File: src/rtl/i2c_mon_pkg.sv
package i2c_mon_pkg;
  localparam int NRULE = 8;

  // Rule bit positions in viol_pulse / viol_flag
  localparam int RULE_HIGH   = 0;
  localparam int RULE_LOW    = 1;
  localparam int RULE_STA_SU = 2;
  localparam int RULE_STA_HD = 3;
  localparam int RULE_DAT_SU = 4;
  localparam int RULE_STO_SU = 5;
  localparam int RULE_BUF    = 6;
  localparam int RULE_PERIOD = 7;

  typedef struct packed {
    logic start;
    logic rstart;
    logic stop;
  } bus_evt_t;

  function automatic int max_int(input int a, input int b);
    return (a > b) ? a : b;
  endfunction
endpackage

File: src/rtl/i2c_mon_sync.sv
module i2c_mon_sync #(
  parameter int              WIDTH   = 1,
  parameter int              STAGES  = 2,
  parameter logic [WIDTH-1:0] RST_VAL = '0
) (
  input  logic             clk,
  input  logic             rst_n,
  input  logic [WIDTH-1:0] d,
  output logic [WIDTH-1:0] q
);
  localparam int CHAIN_W = STAGES * WIDTH;

  logic [CHAIN_W-1:0] chain;

  always_ff @(posedge clk or negedge rst_n) begin
    if (!rst_n) chain <= {STAGES{RST_VAL}};
    else        chain <= {chain[CHAIN_W-WIDTH-1:0], d};
  end

  assign q = chain[CHAIN_W-1 -: WIDTH];
endmodule

File: src/rtl/i2c_mon_age.sv
module i2c_mon_age #(
  parameter int W   = 8,
  parameter int CAP = 255
) (
  input  logic         clk,
  input  logic         rst_n,
  input  logic         restart,
  output logic [W-1:0] age
);
  localparam logic [W-1:0] SAT = W'(CAP);
  localparam logic [W-1:0] ONE = W'(1);

  // Cycles since the last restart, saturating; starts saturated (long ago)
  always_ff @(posedge clk or negedge rst_n) begin
    if (!rst_n)          age <= SAT;
    else if (restart)    age <= ONE;
    else if (age != SAT) age <= age + ONE;
  end
endmodule

File: src/rtl/i2c_mon_rules.sv
module i2c_mon_rules import i2c_mon_pkg::*; #(
  parameter int W            = 8,
  parameter int T_HIGH_MIN   = 60,
  parameter int T_LOW_MIN    = 130,
  parameter int T_STA_SU_MIN = 60,
  parameter int T_STA_HD_MIN = 60,
  parameter int T_DAT_SU_MIN = 10,
  parameter int T_STO_SU_MIN = 60,
  parameter int T_BUF_MIN    = 130,
  parameter int T_PERIOD_MIN = 250
) (
  input  logic             scl_now,
  input  logic             scl_prev,
  input  logic             sda_now,
  input  logic             sda_prev,
  input  logic             busy,
  input  logic             hold_pend,
  input  logic [W-1:0]     scl_age,
  input  logic [W-1:0]     sda_age,
  input  logic [W-1:0]     rise_age,
  output logic [NRULE-1:0] viol,
  output bus_evt_t         evt,
  output logic             busy_nxt,
  output logic             hold_nxt
);
  localparam logic [W-1:0] L_HIGH   = W'(T_HIGH_MIN);
  localparam logic [W-1:0] L_LOW    = W'(T_LOW_MIN);
  localparam logic [W-1:0] L_STA_SU = W'(T_STA_SU_MIN);
  localparam logic [W-1:0] L_STA_HD = W'(T_STA_HD_MIN);
  localparam logic [W-1:0] L_DAT_SU = W'(T_DAT_SU_MIN);
  localparam logic [W-1:0] L_STO_SU = W'(T_STO_SU_MIN);
  localparam logic [W-1:0] L_BUF    = W'(T_BUF_MIN);
  localparam logic [W-1:0] L_PERIOD = W'(T_PERIOD_MIN);

  logic scl_rise, scl_fall, sda_edge, sda_on_high;

  always_comb begin
    scl_rise    = scl_now & ~scl_prev;
    scl_fall    = ~scl_now & scl_prev;
    sda_edge    = sda_now ^ sda_prev;
    sda_on_high = sda_edge & scl_now & scl_prev;

    viol     = '0;
    evt      = '0;
    busy_nxt = busy;
    hold_nxt = hold_pend;

    if (scl_fall) begin
      viol[RULE_HIGH]   = (scl_age < L_HIGH);
      viol[RULE_STA_HD] = hold_pend && (sda_age < L_STA_HD);
      hold_nxt          = 1'b0;
    end

    if (scl_rise) begin
      viol[RULE_LOW]    = (scl_age < L_LOW);
      viol[RULE_PERIOD] = (rise_age < L_PERIOD);
      viol[RULE_DAT_SU] = sda_edge || (sda_age < L_DAT_SU);
    end

    if (sda_on_high) begin
      if (!sda_now) begin
        viol[RULE_STA_SU] = (scl_age < L_STA_SU);
        if (busy) begin
          evt.rstart = 1'b1;
        end else begin
          evt.start      = 1'b1;
          viol[RULE_BUF] = (sda_age < L_BUF);
        end
        busy_nxt = 1'b1;
        hold_nxt = 1'b1;
      end else begin
        evt.stop          = 1'b1;
        viol[RULE_STO_SU] = (scl_age < L_STO_SU);
        busy_nxt          = 1'b0;
        hold_nxt          = 1'b0;
      end
    end
  end
endmodule

File: src/rtl/i2c_timing_mon.sv
module i2c_timing_mon import i2c_mon_pkg::*; #(
  parameter int SYNC_STAGES  = 2,
  parameter int T_HIGH_MIN   = 60,
  parameter int T_LOW_MIN    = 130,
  parameter int T_STA_SU_MIN = 60,
  parameter int T_STA_HD_MIN = 60,
  parameter int T_DAT_SU_MIN = 10,
  parameter int T_STO_SU_MIN = 60,
  parameter int T_BUF_MIN    = 130,
  parameter int T_PERIOD_MIN = 250
) (
  input  logic             clk,
  input  logic             rst_n,
  input  logic             scl_raw,
  input  logic             sda_raw,
  input  logic             clr,
  output logic             evt_start,
  output logic             evt_rstart,
  output logic             evt_stop,
  output logic [NRULE-1:0] viol_pulse,
  output logic [NRULE-1:0] viol_flag
);
  localparam int AGE_CAP = max_int(max_int(max_int(T_HIGH_MIN, T_LOW_MIN),
                                           max_int(T_STA_SU_MIN, T_STA_HD_MIN)),
                                   max_int(max_int(T_DAT_SU_MIN, T_STO_SU_MIN),
                                           max_int(T_BUF_MIN, T_PERIOD_MIN)));
  localparam int AGE_W   = $clog2(AGE_CAP + 1);
  localparam int NAGE    = 3;
  localparam int AGE_SCL = 0;
  localparam int AGE_SDA = 1;
  localparam int AGE_RISE = 2;

  // Synchronize clock line, data line and clear together
  logic [2:0] raw_bus, sync_bus;
  logic       scl_s, sda_s, clr_s;

  assign raw_bus = {clr, sda_raw, scl_raw};

  i2c_mon_sync #(
    .WIDTH  (3),
    .STAGES (SYNC_STAGES),
    .RST_VAL(3'b011)
  ) u_sync (
    .clk  (clk),
    .rst_n(rst_n),
    .d    (raw_bus),
    .q    (sync_bus)
  );

  assign scl_s = sync_bus[0];
  assign sda_s = sync_bus[1];
  assign clr_s = sync_bus[2];

  logic scl_d, sda_d;

  always_ff @(posedge clk or negedge rst_n) begin
    if (!rst_n) begin
      scl_d <= 1'b1;
      sda_d <= 1'b1;
    end else begin
      scl_d <= scl_s;
      sda_d <= sda_s;
    end
  end

  // Interval counters: since any clock edge, any data edge, last clock rise
  logic [NAGE-1:0]  age_restart;
  logic [AGE_W-1:0] age_val [NAGE];

  assign age_restart[AGE_SCL]  = scl_s ^ scl_d;
  assign age_restart[AGE_SDA]  = sda_s ^ sda_d;
  assign age_restart[AGE_RISE] = scl_s & ~scl_d;

  for (genvar g = 0; g < NAGE; g++) begin : g_age
    i2c_mon_age #(
      .W  (AGE_W),
      .CAP(AGE_CAP)
    ) u_age (
      .clk    (clk),
      .rst_n  (rst_n),
      .restart(age_restart[g]),
      .age    (age_val[g])
    );
  end

  logic             busy_q, hold_q, busy_nxt, hold_nxt;
  logic [NRULE-1:0] viol;
  bus_evt_t         evt;

  i2c_mon_rules #(
    .W           (AGE_W),
    .T_HIGH_MIN  (T_HIGH_MIN),
    .T_LOW_MIN   (T_LOW_MIN),
    .T_STA_SU_MIN(T_STA_SU_MIN),
    .T_STA_HD_MIN(T_STA_HD_MIN),
    .T_DAT_SU_MIN(T_DAT_SU_MIN),
    .T_STO_SU_MIN(T_STO_SU_MIN),
    .T_BUF_MIN   (T_BUF_MIN),
    .T_PERIOD_MIN(T_PERIOD_MIN)
  ) u_rules (
    .scl_now  (scl_s),
    .scl_prev (scl_d),
    .sda_now  (sda_s),
    .sda_prev (sda_d),
    .busy     (busy_q),
    .hold_pend(hold_q),
    .scl_age  (age_val[AGE_SCL]),
    .sda_age  (age_val[AGE_SDA]),
    .rise_age (age_val[AGE_RISE]),
    .viol     (viol),
    .evt      (evt),
    .busy_nxt (busy_nxt),
    .hold_nxt (hold_nxt)
  );

  always_ff @(posedge clk or negedge rst_n) begin
    if (!rst_n) begin
      busy_q     <= 1'b0;
      hold_q     <= 1'b0;
      evt_start  <= 1'b0;
      evt_rstart <= 1'b0;
      evt_stop   <= 1'b0;
      viol_pulse <= '0;
      viol_flag  <= '0;
    end else begin
      busy_q     <= busy_nxt;
      hold_q     <= hold_nxt;
      evt_start  <= evt.start;
      evt_rstart <= evt.rstart;
      evt_stop   <= evt.stop;
      viol_pulse <= viol;
      viol_flag  <= (viol_flag & ~{NRULE{clr_s}}) | viol;
    end
  end
endmodule

File: config.mk
export PLATFORM = sky130hd
export DESIGN_NAME = i2c_timing_mon
export DESIGN_NICKNAME = d
export VERILOG_FILES = /design/src/rtl/i2c_mon_pkg.sv /design/src/rtl/i2c_mon_sync.sv /design/src/rtl/i2c_mon_age.sv /design/src/rtl/i2c_mon_rules.sv /design/src/rtl/i2c_timing_mon.sv
export SDC_FILE = /design/constraint.sdc
export NUM_CORES = 1
export LEC_CHECK = 0
export BUFFER_PORTS_ARGS = -buffer_cell sky130_fd_sc_hd__buf_2
export CORE_ASPECT_RATIO = 2
export CORE_UTILIZATION = 30
export DETAILED_ROUTE_END_ITERATION = 6
export HOLD_SLACK_MARGIN = 0.08
export MAX_ROUTING_LAYER = met4
export PLACE_DENSITY = 0.57
export SLEW_MARGIN = 20
export SYNTH_ARGS = -nofsm -noshare
export SYNTH_HDL_FRONTEND = slang
export SYNTH_SLANG_ARGS = --single-unit
export TNS_END_PERCENT = 100
File: constraint.sdc
create_clock -name clk -period 1.46 [get_ports clk]
set_input_delay 0.292 -clock clk [delete_from_list [all_inputs] [get_ports clk]]
set_output_delay 0.292 -clock clk [all_outputs]
set_load 0.05 [all_outputs]
==> impl_results.rst <==
.. list-table::
   :header-rows: 1

   * - Metric
     - Value
   * - Clock Path Buffers
     - 2
   * - DRC errors left
     - 0
   * - Final core utilization
     - 39.32%
   * - Largest net degree at the start of global routing
     - 20
   * - Number of synthesized flops with an enable pin
     - 0
   * - CTS tree
     - yes
   * - Seq pwr share
     - 50.0%
   * - Number of placed I/O pins
     - 24
   * - Number of synthesized register bits
     - 53
   * - Static leakage
     - around 1.2 nW
   * - Post-detailed-route count of antenna-violating nets
     - 0
   * - Avg Vias per Cell
     - 4.827
   * - Per-instance average area after synthesis
     - about 11 sq um
   * - Status
     - finished, violations left
   * - Pint
     - about 0.0026 W
   * - Total inserted antenna cells
     - 0
   * - Syn Nets
     - about 220
   * - Layout Cell Area excl Fill
     - between 0.002 and 0.003 sq mm
   * - First-iteration detailed-routing DRC count
     - 54
   * - All-layer global routing usage
     - 13.34%
   * - Total congestion overflow after global routing
     - 0
   * - Number of buffers created by CTS
     - 5
   * - Maximum resistive drop on vdd
     - 0.5949 mV
   * - Post-DR wirelength/cell
     - 13.27 um
   * - Post-Route Skew
     - roughly 3.3 ps
   * - Clock-pin transition on the worst setup and hold timing paths
     - 70 ps
   * - Failing checks
     - setup timing
   * - Area of the die
     - 0.007977 sq mm
   * - Critical Path, Cell by Cell
     - nand4_1 -> nor3_4 -> mux2_4
   * - Total instance count after detailed placement
     - 330
   * - Placer congestion estimate
     - 0.7633
   * - PwrDens
     - 1250 mW/mm^2
   * - Max-slew headroom
     - 68.78%
   * - Combined area of all synthesized cells
     - 0.002281 sq mm
   * - Portion of the post-synthesis area used by sequential elements
     - 59.46%
   * - Critical Path End Type
     - register
   * - Ys flop type
     - sky130_fd_sc_hd__dfrtp_1
   * - Switching power total
     - 0.001042 W
   * - Area post-placement
     - 0.002648 sq mm
   * - Final Non-Filler Cells
     - 342
   * - Final max-slew violation count
     - 0
   * - Clk sinks
     - 53
   * - Part of the power in combinational logic
     - roughly 18%
   * - Worst min-delay path category
     - input pin to register
   * - Crit Path Category
     - register to register
   * - Sw Share
     - 28.95%
   * - Yosys warnings
     - 0
   * - Worst slack at placement
     - -0.02742 ps
   * - Routed wire length
     - 4.538 mm
   * - Post-layout net count
     - 262
   * - Standard-cell rows
     - 44
   * - CTS Root Cell
     - sky130_fd_sc_hd__clkbuf_16
   * - Slowest stage cell, crit path
     - sky130_fd_sc_hd__dfstp_2
   * - Setup repair after global routing missed its margin
     - yes
   * - Arrival time worst endpoint
     - 1640 ps
   * - Top cell family by delay on the critical path
     - flip-flops
   * - Antenna violations before repair
     - 0
   * - Number of max-cap violations
     - 0
   * - Critical path required time
     - 1630 ps
   * - Synth cell types
     - 39
   * - Final setup violation count
     - 1
   * - Quantity of I/O buffers inserted on ports
     - 23
   * - Clock power share
     - around a third
   * - Biggest fanout along the worst timing path
     - 6
   * - Fraction of registers with async set/reset
     - 100.0%
   * - Wire length of the first global-routing pass
     - 8.059 mm
   * - Share of post-route cells with drive strength above 1
     - 34.00%
   * - Clock period minus final worst setup slack
     - between 1000 and 1500 ps
   * - Slowest Stage Delay on Critical Path
     - 570 ps
   * - Period utilisation layout
     - 100.1%
   * - Latest clock arrival within the worst-skew pair
     - 290 ps
   * - Total via count in the routed design
     - 1651
   * - Die X
     - 63.66 um
   * - Most frequent cells in the layout
     - sky130_fd_sc_hd__dfrtp_1 (29), sky130_fd_sc_hd__dfstp_2 (24), sky130_fd_sc_hd__buf_2 (23)
   * - Core area
     - 0.007322 sq mm
   * - Area growth, synth to finish
     - 26.22%
   * - Kind of start point of the critical path
     - register
   * - Number of global-route vias before repair
     - ~1800
   * - Max H-tree Level
     - 2
   * - Most common cell after layout, fill and taps aside
     - sky130_fd_sc_hd__dfrtp_1
   * - Hpwl dp
     - 3.292 mm
   * - Setup slack after layout
     - -0.8779 ps
   * - Fill cell count
     - ~700
   * - Initial cell density of the core
     - a little under a third
   * - Chip height
     - 125.3 um
   * - CP Buf/Inv Count
     - 0
   * - Highest Clock Rate
     - 684.5 MHz
   * - DRT Pass-1 Iters
     - 4
   * - Number of cells produced by synthesis
     - 202
   * - Number of failing hold endpoints at the final stage
     - 0
   * - Worst-Margin Slew
     - 468.3 ps
## Yosys cell counts, types with 3 or more instances
cell,instances,area share (%)
sky130_fd_sc_hd__dfrtp_1,29,32
sky130_fd_sc_hd__dfstp_2,24,28
sky130_fd_sc_hd__nor2_1,18,3.0
sky130_fd_sc_hd__o21ai_0,16,3.5
sky130_fd_sc_hd__inv_1,13,2.1
sky130_fd_sc_hd__nand2_1,11,1.8
sky130_fd_sc_hd__nand3_1,10,2.2
sky130_fd_sc_hd__or3_1,9,2.5
sky130_fd_sc_hd__ha_1,8,4.4
sky130_fd_sc_hd__a21oi_1,6,1.3
sky130_fd_sc_hd__o2bb2ai_1,5,1.9
sky130_fd_sc_hd__xor2_1,5,1.9
sky130_fd_sc_hd__nor3_1,4,0.88
sky130_fd_sc_hd__a21boi_0,3,0.99
sky130_fd_sc_hd__nand4_1,3,0.82
sky130_fd_sc_hd__o21a_1,3,0.99
sky130_fd_sc_hd__xnor2_1,3,1.2
## layout make-up
class	count	area, sq um	area share, %
Clock inverter	3	21.27	0.7388
Inverter	13	48.80	1.695
Tap cell	92	115.1	3.998
Timing Repair Buffer	43	292.8	10.17
Sequential cell	53	1356	47.11
Clock buffer	5	125.1	4.346
Multi-Input combinational cell	133	919.6	31.94
## cell families (layout without fill, tap and decap cells)
logic type,count (synthesis),count (layout),synth area share [%]
and+or+nand+nor,69,69,15.63
AOI/OAI and AO/OA,44,44,12.84
buffers and inverters,16,64,2.742
adders and majority gates,8,8,4.389
xor gates and xnor gates,8,8,3.072
muxes,4,4,1.865
DFF,53,53,59.46
## worst paths after layout
check	start	endpoint	slack, ps	cells past startpoint
worst max register to register	g_age[0].u_age.age[3]$_DFFE_PN1P_	g_age[0].u_age.age[0]$_DFFE_PN0P_	-0.9	3
worst min-delay path	sda_raw	u_sync.chain[1]$_DFF_PN1_	100	1
min in group asynchronous	rst_n	viol_pulse[0]$_DFF_PN0_	490	2
worst min register to register	u_sync.chain[2]$_DFF_PN0_	u_sync.chain[5]$_DFF_PN0_	350	0
max in group asynchronous	rst_n	g_age[2].u_age.age[7]$_DFFE_PN1P_	430	3
worst max-delay path	g_age[0].u_age.age[3]$_DFFE_PN1P_	g_age[0].u_age.age[0]$_DFFE_PN0P_	-0.9	3
## flip-flops by register name, indices dropped and copies added, names as in the netlist
name	count
busy_q	1
evt_rstart	1
evt_start	1
evt_stop	1
g_age.u_age.age	24
hold_q	1
scl_d	1
sda_d	1
u_sync.chain	6
viol_flag	8
viol_pulse	8
## stage by stage
step	total power, W	TNS (ps)	hold slack (ps)
after global placement	0.002397	0	278.9
final	0.003598	-0.8779	99.07
after CTS	0.003599	0	92.08
after global routing	0.003798	-241.5	92.29
after detailed placement	0.002411	-0.02742	282.8
after floorplan	0.002180	0	-3.591
## power by group through the flow
stage               combinational [W]  sequential (W)  clock (W)
floorplan                    0.000276         0.00190          0
global placement             0.000579         0.00182          0
detailed placement           0.000589         0.00182          0
CTS                          0.000596         0.00180    0.00121
global route                 0.000699         0.00182    0.00128
finish                       0.000629         0.00180    0.00117
## metal layers
metal | up-vias | track usage, % | part of all wire, %
li1 | 799 | - | -
met2 | 28 | 22.47 | 53
met5 | - | - | 0
met3 | 11 | 2.646 | 2.7
met4 | 0 | 7.219 | 3.2
met1 | 813 | 14.34 | 41
## what timing repair did
action / in CTS / in global routing
endpoints found under the hold margin: 11 / 0
pin swaps: 0 / 6
buffers inserted: 0 / 3
hold buffers: 1 / 0
resized for setup: 1 / 12
endpoints found under the setup margin: 3 / 9
Note: power is estimated with default switching activity, not from simulation.
